## config.mk

```make
export PLATFORM = sky130hd
export DESIGN_NAME = eff_addr_gen
export DESIGN_NICKNAME = d
export VERILOG_FILES = /design/src/rtl/eag_pkg.sv /design/src/rtl/eag_regs.sv /design/src/rtl/eag_calc.sv /design/src/rtl/eag_outreg.sv /design/src/rtl/eff_addr_gen.sv
export SDC_FILE = /design/constraint.sdc
export NUM_CORES = 1
export LEC_CHECK = 0
export ABC_AREA = 1
export BUFFER_PORTS_ARGS = -buffer_cell sky130_fd_sc_hd__buf_2
export CORE_ASPECT_RATIO = 0.5
export CORE_MARGIN = 2
export CORE_UTILIZATION = 45
export CTS_CLUSTER_SIZE = 20
export DETAILED_ROUTE_END_ITERATION = 10
export GPL_TIMING_DRIVEN = 0
export PLACE_DENSITY = 0.68
export SYNTH_ARGS = -nofsm -noshare
export SYNTH_HDL_FRONTEND = slang
export SYNTH_SLANG_ARGS = --single-unit
export TNS_END_PERCENT = 20
```

## constraint.sdc

```tcl
create_clock -name clk -period 3.7 [get_ports clk]
set_input_delay 0.74 -clock clk [delete_from_list [all_inputs] [get_ports clk]]
set_output_delay 0.74 -clock clk [all_outputs]
set_load 0.05 [all_outputs]
```

## src/rtl/eag_pkg.sv

```systemverilog
package eag_pkg;
  parameter int BANK_W   = 8;
  parameter int PAGE_W   = 16;
  parameter int ADDR_W   = BANK_W + PAGE_W;
  parameter int IDX_W    = PAGE_W;
  parameter int DOFS_W   = 8;
  parameter int CYC_W    = 3;
  parameter int MODE_W   = 4;
  parameter int DIR_CYC  = 1;
  parameter int PAGE_PEN = 1;
  parameter int ABS_CYC  = 2;

  localparam logic [MODE_W-1:0] MD_DIR     = MODE_W'(0);
  localparam logic [MODE_W-1:0] MD_DIR_BIT = MODE_W'(1);
  localparam logic [MODE_W-1:0] MD_DIR_X   = MODE_W'(2);
  localparam logic [MODE_W-1:0] MD_DIR_Y   = MODE_W'(3);
  localparam logic [MODE_W-1:0] MD_ABS     = MODE_W'(4);
  localparam logic [MODE_W-1:0] MD_ABS_BIT = MODE_W'(5);
  localparam logic [MODE_W-1:0] MD_ABS_X   = MODE_W'(6);
  localparam logic [MODE_W-1:0] MD_ABS_Y   = MODE_W'(7);

  function automatic logic mode_is_dir(logic [MODE_W-1:0] m);
    return (m == MD_DIR) || (m == MD_DIR_BIT) || (m == MD_DIR_X) || (m == MD_DIR_Y);
  endfunction

  function automatic logic mode_is_abs(logic [MODE_W-1:0] m);
    return (m == MD_ABS) || (m == MD_ABS_BIT) || (m == MD_ABS_X) || (m == MD_ABS_Y);
  endfunction

  // bit 1 of a supported code marks indexing, bit 0 picks Y over X
  function automatic logic [IDX_W-1:0] pick_index(logic [MODE_W-1:0] m,
                                                  logic [IDX_W-1:0] x,
                                                  logic [IDX_W-1:0] y);
    if (!m[1]) return '0;
    return m[0] ? y : x;
  endfunction

  // page window sum kept to 17 bits; bit 16 lands in bank 1
  function automatic logic [ADDR_W-1:0] dir_addr(logic [PAGE_W-1:0] page,
                                                 logic [DOFS_W-1:0] ofs,
                                                 logic [IDX_W-1:0] idx);
    logic [PAGE_W:0] s;
    s = {1'b0, page} + (PAGE_W+1)'(ofs) + (PAGE_W+1)'(idx);
    return ADDR_W'(s);
  endfunction

  function automatic logic [ADDR_W-1:0] abs_addr(logic [BANK_W-1:0] bank,
                                                 logic [PAGE_W-1:0] op,
                                                 logic [IDX_W-1:0] idx);
    return {bank, op} + ADDR_W'(idx);
  endfunction

  function automatic logic [CYC_W-1:0] dir_cycles(logic aligned);
    return aligned ? CYC_W'(DIR_CYC) : CYC_W'(DIR_CYC + PAGE_PEN);
  endfunction
endpackage

```

## src/rtl/eag_regs.sv

```systemverilog
module eag_regs
  import eag_pkg::*;
(
  input  logic              clk,
  input  logic              rst_n,
  input  logic              bank_ld,
  input  logic [BANK_W-1:0] bank_din,
  input  logic              page_ld,
  input  logic [PAGE_W-1:0] page_din,
  output logic [BANK_W-1:0] bank_q,
  output logic [PAGE_W-1:0] page_q
);
  always_ff @(posedge clk or negedge rst_n) begin
    if (!rst_n) begin
      bank_q <= '0;
    end else if (bank_ld) begin
      bank_q <= bank_din;
    end
  end

  always_ff @(posedge clk or negedge rst_n) begin
    if (!rst_n) begin
      page_q <= '0;
    end else if (page_ld) begin
      page_q <= page_din;
    end
  end
endmodule

```

## src/rtl/eag_calc.sv

```systemverilog
module eag_calc
  import eag_pkg::*;
(
  input  logic [MODE_W-1:0] mode,
  input  logic [PAGE_W-1:0] operand,
  input  logic [IDX_W-1:0]  idx_x,
  input  logic [IDX_W-1:0]  idx_y,
  input  logic [BANK_W-1:0] bank,
  input  logic [PAGE_W-1:0] page,
  input  logic              single_chip,
  output logic [ADDR_W-1:0] addr,
  output logic [CYC_W-1:0]  cyc,
  output logic              bad_mode,
  output logic              page_aligned
);
  logic              is_dir;
  logic              is_abs;
  logic [IDX_W-1:0]  idx_use;
  logic [BANK_W-1:0] eff_bank;

  always_comb begin
    is_dir       = mode_is_dir(mode);
    is_abs       = mode_is_abs(mode);
    bad_mode     = !(is_dir || is_abs);
    idx_use      = pick_index(mode, idx_x, idx_y);
    eff_bank     = single_chip ? '0 : bank;
    page_aligned = (page[DOFS_W-1:0] == '0);
    addr         = '0;
    cyc          = '0;
    if (is_dir) begin
      addr = dir_addr(page, operand[DOFS_W-1:0], idx_use);
      cyc  = dir_cycles(page_aligned);
    end else if (is_abs) begin
      addr = abs_addr(eff_bank, operand, idx_use);
      cyc  = CYC_W'(ABS_CYC);
    end
  end
endmodule

```

## src/rtl/eag_outreg.sv

```systemverilog
module eag_outreg
  import eag_pkg::*;
(
  input  logic              clk,
  input  logic              rst_n,
  input  logic              req,
  input  logic [ADDR_W-1:0] addr_n,
  input  logic [CYC_W-1:0]  cyc_n,
  input  logic              err_n,
  output logic [ADDR_W-1:0] addr_q,
  output logic [CYC_W-1:0]  cyc_q,
  output logic              err_q,
  output logic              valid_q
);
  always_ff @(posedge clk or negedge rst_n) begin
    if (!rst_n) begin
      addr_q  <= '0;
      cyc_q   <= '0;
      err_q   <= 1'b0;
      valid_q <= 1'b0;
    end else begin
      valid_q <= req;
      if (req) begin
        addr_q <= addr_n;
        cyc_q  <= cyc_n;
        err_q  <= err_n;
      end
    end
  end
endmodule

```

## src/rtl/eff_addr_gen.sv

```systemverilog
module eff_addr_gen
  import eag_pkg::*;
(
  input  logic              clk,
  input  logic              rst_n,
  input  logic              bank_ld_i,
  input  logic [BANK_W-1:0] bank_din_i,
  input  logic              page_ld_i,
  input  logic [PAGE_W-1:0] page_din_i,
  input  logic              single_chip_i,
  input  logic              req_i,
  input  logic [MODE_W-1:0] mode_i,
  input  logic [PAGE_W-1:0] operand_i,
  input  logic [IDX_W-1:0]  idx_x_i,
  input  logic [IDX_W-1:0]  idx_y_i,
  output logic [ADDR_W-1:0] addr_o,
  output logic [CYC_W-1:0]  cyc_o,
  output logic              err_o,
  output logic              valid_o
);
  logic [BANK_W-1:0] bank_q;
  logic [PAGE_W-1:0] page_q;
  logic [ADDR_W-1:0] addr_n;
  logic [CYC_W-1:0]  cyc_n;
  logic              bad_mode;
  logic              page_aligned;

  eag_regs u_regs (
    .clk      (clk),
    .rst_n    (rst_n),
    .bank_ld  (bank_ld_i),
    .bank_din (bank_din_i),
    .page_ld  (page_ld_i),
    .page_din (page_din_i),
    .bank_q   (bank_q),
    .page_q   (page_q)
  );

  eag_calc u_calc (
    .mode         (mode_i),
    .operand      (operand_i),
    .idx_x        (idx_x_i),
    .idx_y        (idx_y_i),
    .bank         (bank_q),
    .page         (page_q),
    .single_chip  (single_chip_i),
    .addr         (addr_n),
    .cyc          (cyc_n),
    .bad_mode     (bad_mode),
    .page_aligned (page_aligned)
  );

  eag_outreg u_out (
    .clk     (clk),
    .rst_n   (rst_n),
    .req     (req_i),
    .addr_n  (addr_n),
    .cyc_n   (cyc_n),
    .err_n   (bad_mode),
    .addr_q  (addr_o),
    .cyc_q   (cyc_o),
    .err_q   (err_o),
    .valid_q (valid_o)
  );
endmodule

```

==> flow_metrics.env <==
export IMPL_status="finished clean"
export IMPL_path_max_fanout=16
export IMPL_drtIter0Drc=263
export IMPL_arrival_ns=3.62
export IMPL_cp_required_ns=3.92
export IMPL_grt_usage_pct=25.76
export IMPL_diodes=0
export IMPL_start_util_pct=47.14
export IMPL_final_cell_mix="256 x nand2_1, 116 x inv_1, 110 x buf_2"
export IMPL_synth_top_area_share_pct=26.60
export IMPL_endpoint_kind="register"
export IMPL_route_detailed_drc=0
export IMPL_nNetsFinal=1008
export IMPL_worst_pin_slew_ns=1.222
export IMPL_num_rows=26
export IMPL_clock_skew_ns=0.007444
export IMPL_synth_edf_count=0
export IMPL_vias=5113
export IMPL_critical_path_slowest_cell="fa_1"
export IMPL_powerDensity_nw_per_um2=370.5
export IMPL_hpwl_um=11810
export IMPL_cts_sinks=52
export IMPL_die_height_um=77.73
export IMPL_ys_seq_area_share_pct=26.60
export IMPL_pin_count=111
export IMPL_clk_pin_slew_ns=0.07
export IMPL_syn_area_um2=4892
export IMPL_rsz0062_at_grt="false"
export IMPL_cts_tree="done"
export IMPL_syn_inst=764
export IMPL_final_common_cell="nand2_1"
export IMPL_fin_tns_setup_ns=0
export IMPL_maxCapViolations=0
export IMPL_ant_nets=0
export IMPL_fin_crit_sh_pct=91.68
export IMPL_hp_class="register to register"
export IMPL_finalWeightedCongestion=0.9240
export IMPL_numCtsBuffers=5
export IMPL_cts_hold_buf=0
export IMPL_routed_wl_um=14230
export IMPL_cts_resized=0
export IMPL_avgSynthCellArea_um2=6.403
export IMPL_vias_per_cell=5.023
export IMPL_finalHoldViolCount=0
export IMPL_clk_path_buf_depth=2
export IMPL_yosysTopAreaCell="dfrtp_1"
export IMPL_crit_type="primary input to register"
export IMPL_worst_path_buf_inv=5
export IMPL_slew_viol_final=0
export IMPL_h_tree_depth=2
export IMPL_first_pass_iters=8
export IMPL_grt_pass1_wl_um=23740
export IMPL_ir_drop_mv=0.1770
export IMPL_synth_distinct_cells=35
export IMPL_cp_cell_sequence="buf_2 > inv_1 > nor2_1 > nor2_1 > fa_1 > ha_1 > inv_1 > fa_1 > inv_1 > nand3_1 > nand3_1 > nand2_1 > nand2_1 > nand2_1 > nand2_1 > o21ai_0 > inv_1 > a21oi_1"
export IMPL_synthArstFlopShare_pct=100.0
export IMPL_synth_warnings=0
export IMPL_syn2layout_area_growth_pct=18.08
export IMPL_layout_min_cycle_time_ns=3.392
export IMPL_cp_start_kind="primary input"
export IMPL_finalSetupViolCount=0
export IMPL_grt_pass1_vias=4853
export IMPL_ys_ff_latch=52
export IMPL_port_buffers=107
export IMPL_wl_per_cell_um=13.98
export IMPL_synth_area_top_cells="dfrtp_1 27%, nand2_1 20%, ha_1 10%, inv_1 8.9%, nor2_1 6.2%"
export IMPL_max_freq_mhz=294.8
export IMPL_grt_max_degree=53
export IMPL_clk_latency_ns=0.30
export IMPL_dieArea_um2=11770
export IMPL_path_delay_family="adder cells"
export IMPL_cts_root_buf="clkbuf_16"
export IMPL_grt_overflow=0
export IMPL_fill_cells=1073
export IMPL_multi_input_area_um2=3077
export IMPL_p_leak_uw=0.003348
export IMPL_ys_flop_type="dfrtp_1"
export IMPL_drive_gt1_share_pct=15.95
export IMPL_register_area_um2=1301
export IMPL_die_w_um=151.5
export IMPL_antenna_found_initial=0
export IMPL_core_um2=10380
export IMPL_critical_path_max_stage_delay_ns=0.47
export IMPL_fin_util_pct=55.67
export IMPL_syn_nets=895
export IMPL_maxSlewHeadroom_pct=18.52
export IMPL_post_cts_buffers=0
path summary, 6_finish.rpt:
path / start / to / slack, ns / depth (start not counted)
min in group asynchronous: rst_n / u_regs.page_q[8] / 0.69 / 1
min reg2reg: u_out.err_q / u_out.err_q / 0.48 / 2
max reg2reg: u_regs.page_q[1] / u_out.addr_q[9] / 1.13 / 13
min: u_out.err_q / u_out.err_q / 0.48 / 2
max in group asynchronous: rst_n / u_out.addr_q[4] / 2.25 / 1
max: mode_i[0] / u_out.addr_q[9] / 0.31 / 18
synth_stat cells (8+ instances only):
| library cell | count |
|---|---|
| a21oi_1 | 28 |
| clkbuf_1 | 11 |
| dfrtp_1 | 52 |
| fa_1 | 10 |
| ha_1 | 39 |
| inv_1 | 116 |
| mux2_2 | 8 |
| nand2_1 | 256 |
| nand3_1 | 56 |
| nand3b_1 | 9 |
| nand4_1 | 8 |
| nor2_1 | 81 |
| o21ai_0 | 42 |
tightest hold or removal path: cells and delay by family (launching register included):
kind | cells | cell delay (ns)
flops | 1 | 0.35
simple gates | 2 | 0.09
cell families (layout without fill, tap and decap cells):
family	after synthesis	after routing	synth area share, %
adder cells (fa/ha/maj)	49	49	14.07
AO/OA/AOI/OAI	87	87	9.642
flip-flops	52	52	26.60
other	1	1	0.07665
XOR/XNOR	3	3	0.5372
buffers and inverters	133	247	10.51
AND/OR/NAND/NOR	431	431	36.73
multiplexers	8	8	1.842
flip-flops by register name, indices dropped and copies added (netlist names):
name,count
u_out.cyc_q,2
u_regs.page_q,16
u_out.valid_q,1
u_regs.bank_q,8
u_out.addr_q,24
u_out.err_q,1
cell type report:
| cell class | instances | share of cell area, % |
|---|---|---|
| multi-input combinational | 579 | 53.26 |
| sequential | 52 | 22.53 |
| timing repair buffer | 107 | 9.270 |
| inverter | 117 | 7.602 |
| tap | 140 | 3.032 |
| clock buffer | 6 | 2.404 |
| buffer | 15 | 1.235 |
| clock inverter | 2 | 0.6714 |
metrics by stage:
step / hold slack (ns) / power, uW / instances / worst slack (ns) / instance area [um2]
after floorplan: 0.4444 / 1315 / 764 / 0.7311 / 4892
after global placement: 0.4580 / 1563 / 1011 / -0.005994 / 5603
after detailed placement: 0.4548 / 1577 / 1011 / -0.03097 / 5603
after CTS: 0.4788 / 2152 / 1019 / 0.2750 / 5781
after global routing: 0.5001 / 2295 / 1018 / 0.03447 / 5777
final: 0.4759 / 2140 / 1018 / 0.3078 / 5777
where the power goes:
part	switching (uW)	internal, uW
combinational	615	294
sequential	37.0	628
clock	226	340
total	879	1260
metal layers:
metal / part of all wire, % / GRT usage [%]
met4: 0.51 / 2.991
met2: 40 / 39.10
met1: 53 / 39.00
met3: 6.6 / 4.882
met5: 0 / 0
No activity file was read; power rests on OpenSTA's default activity.
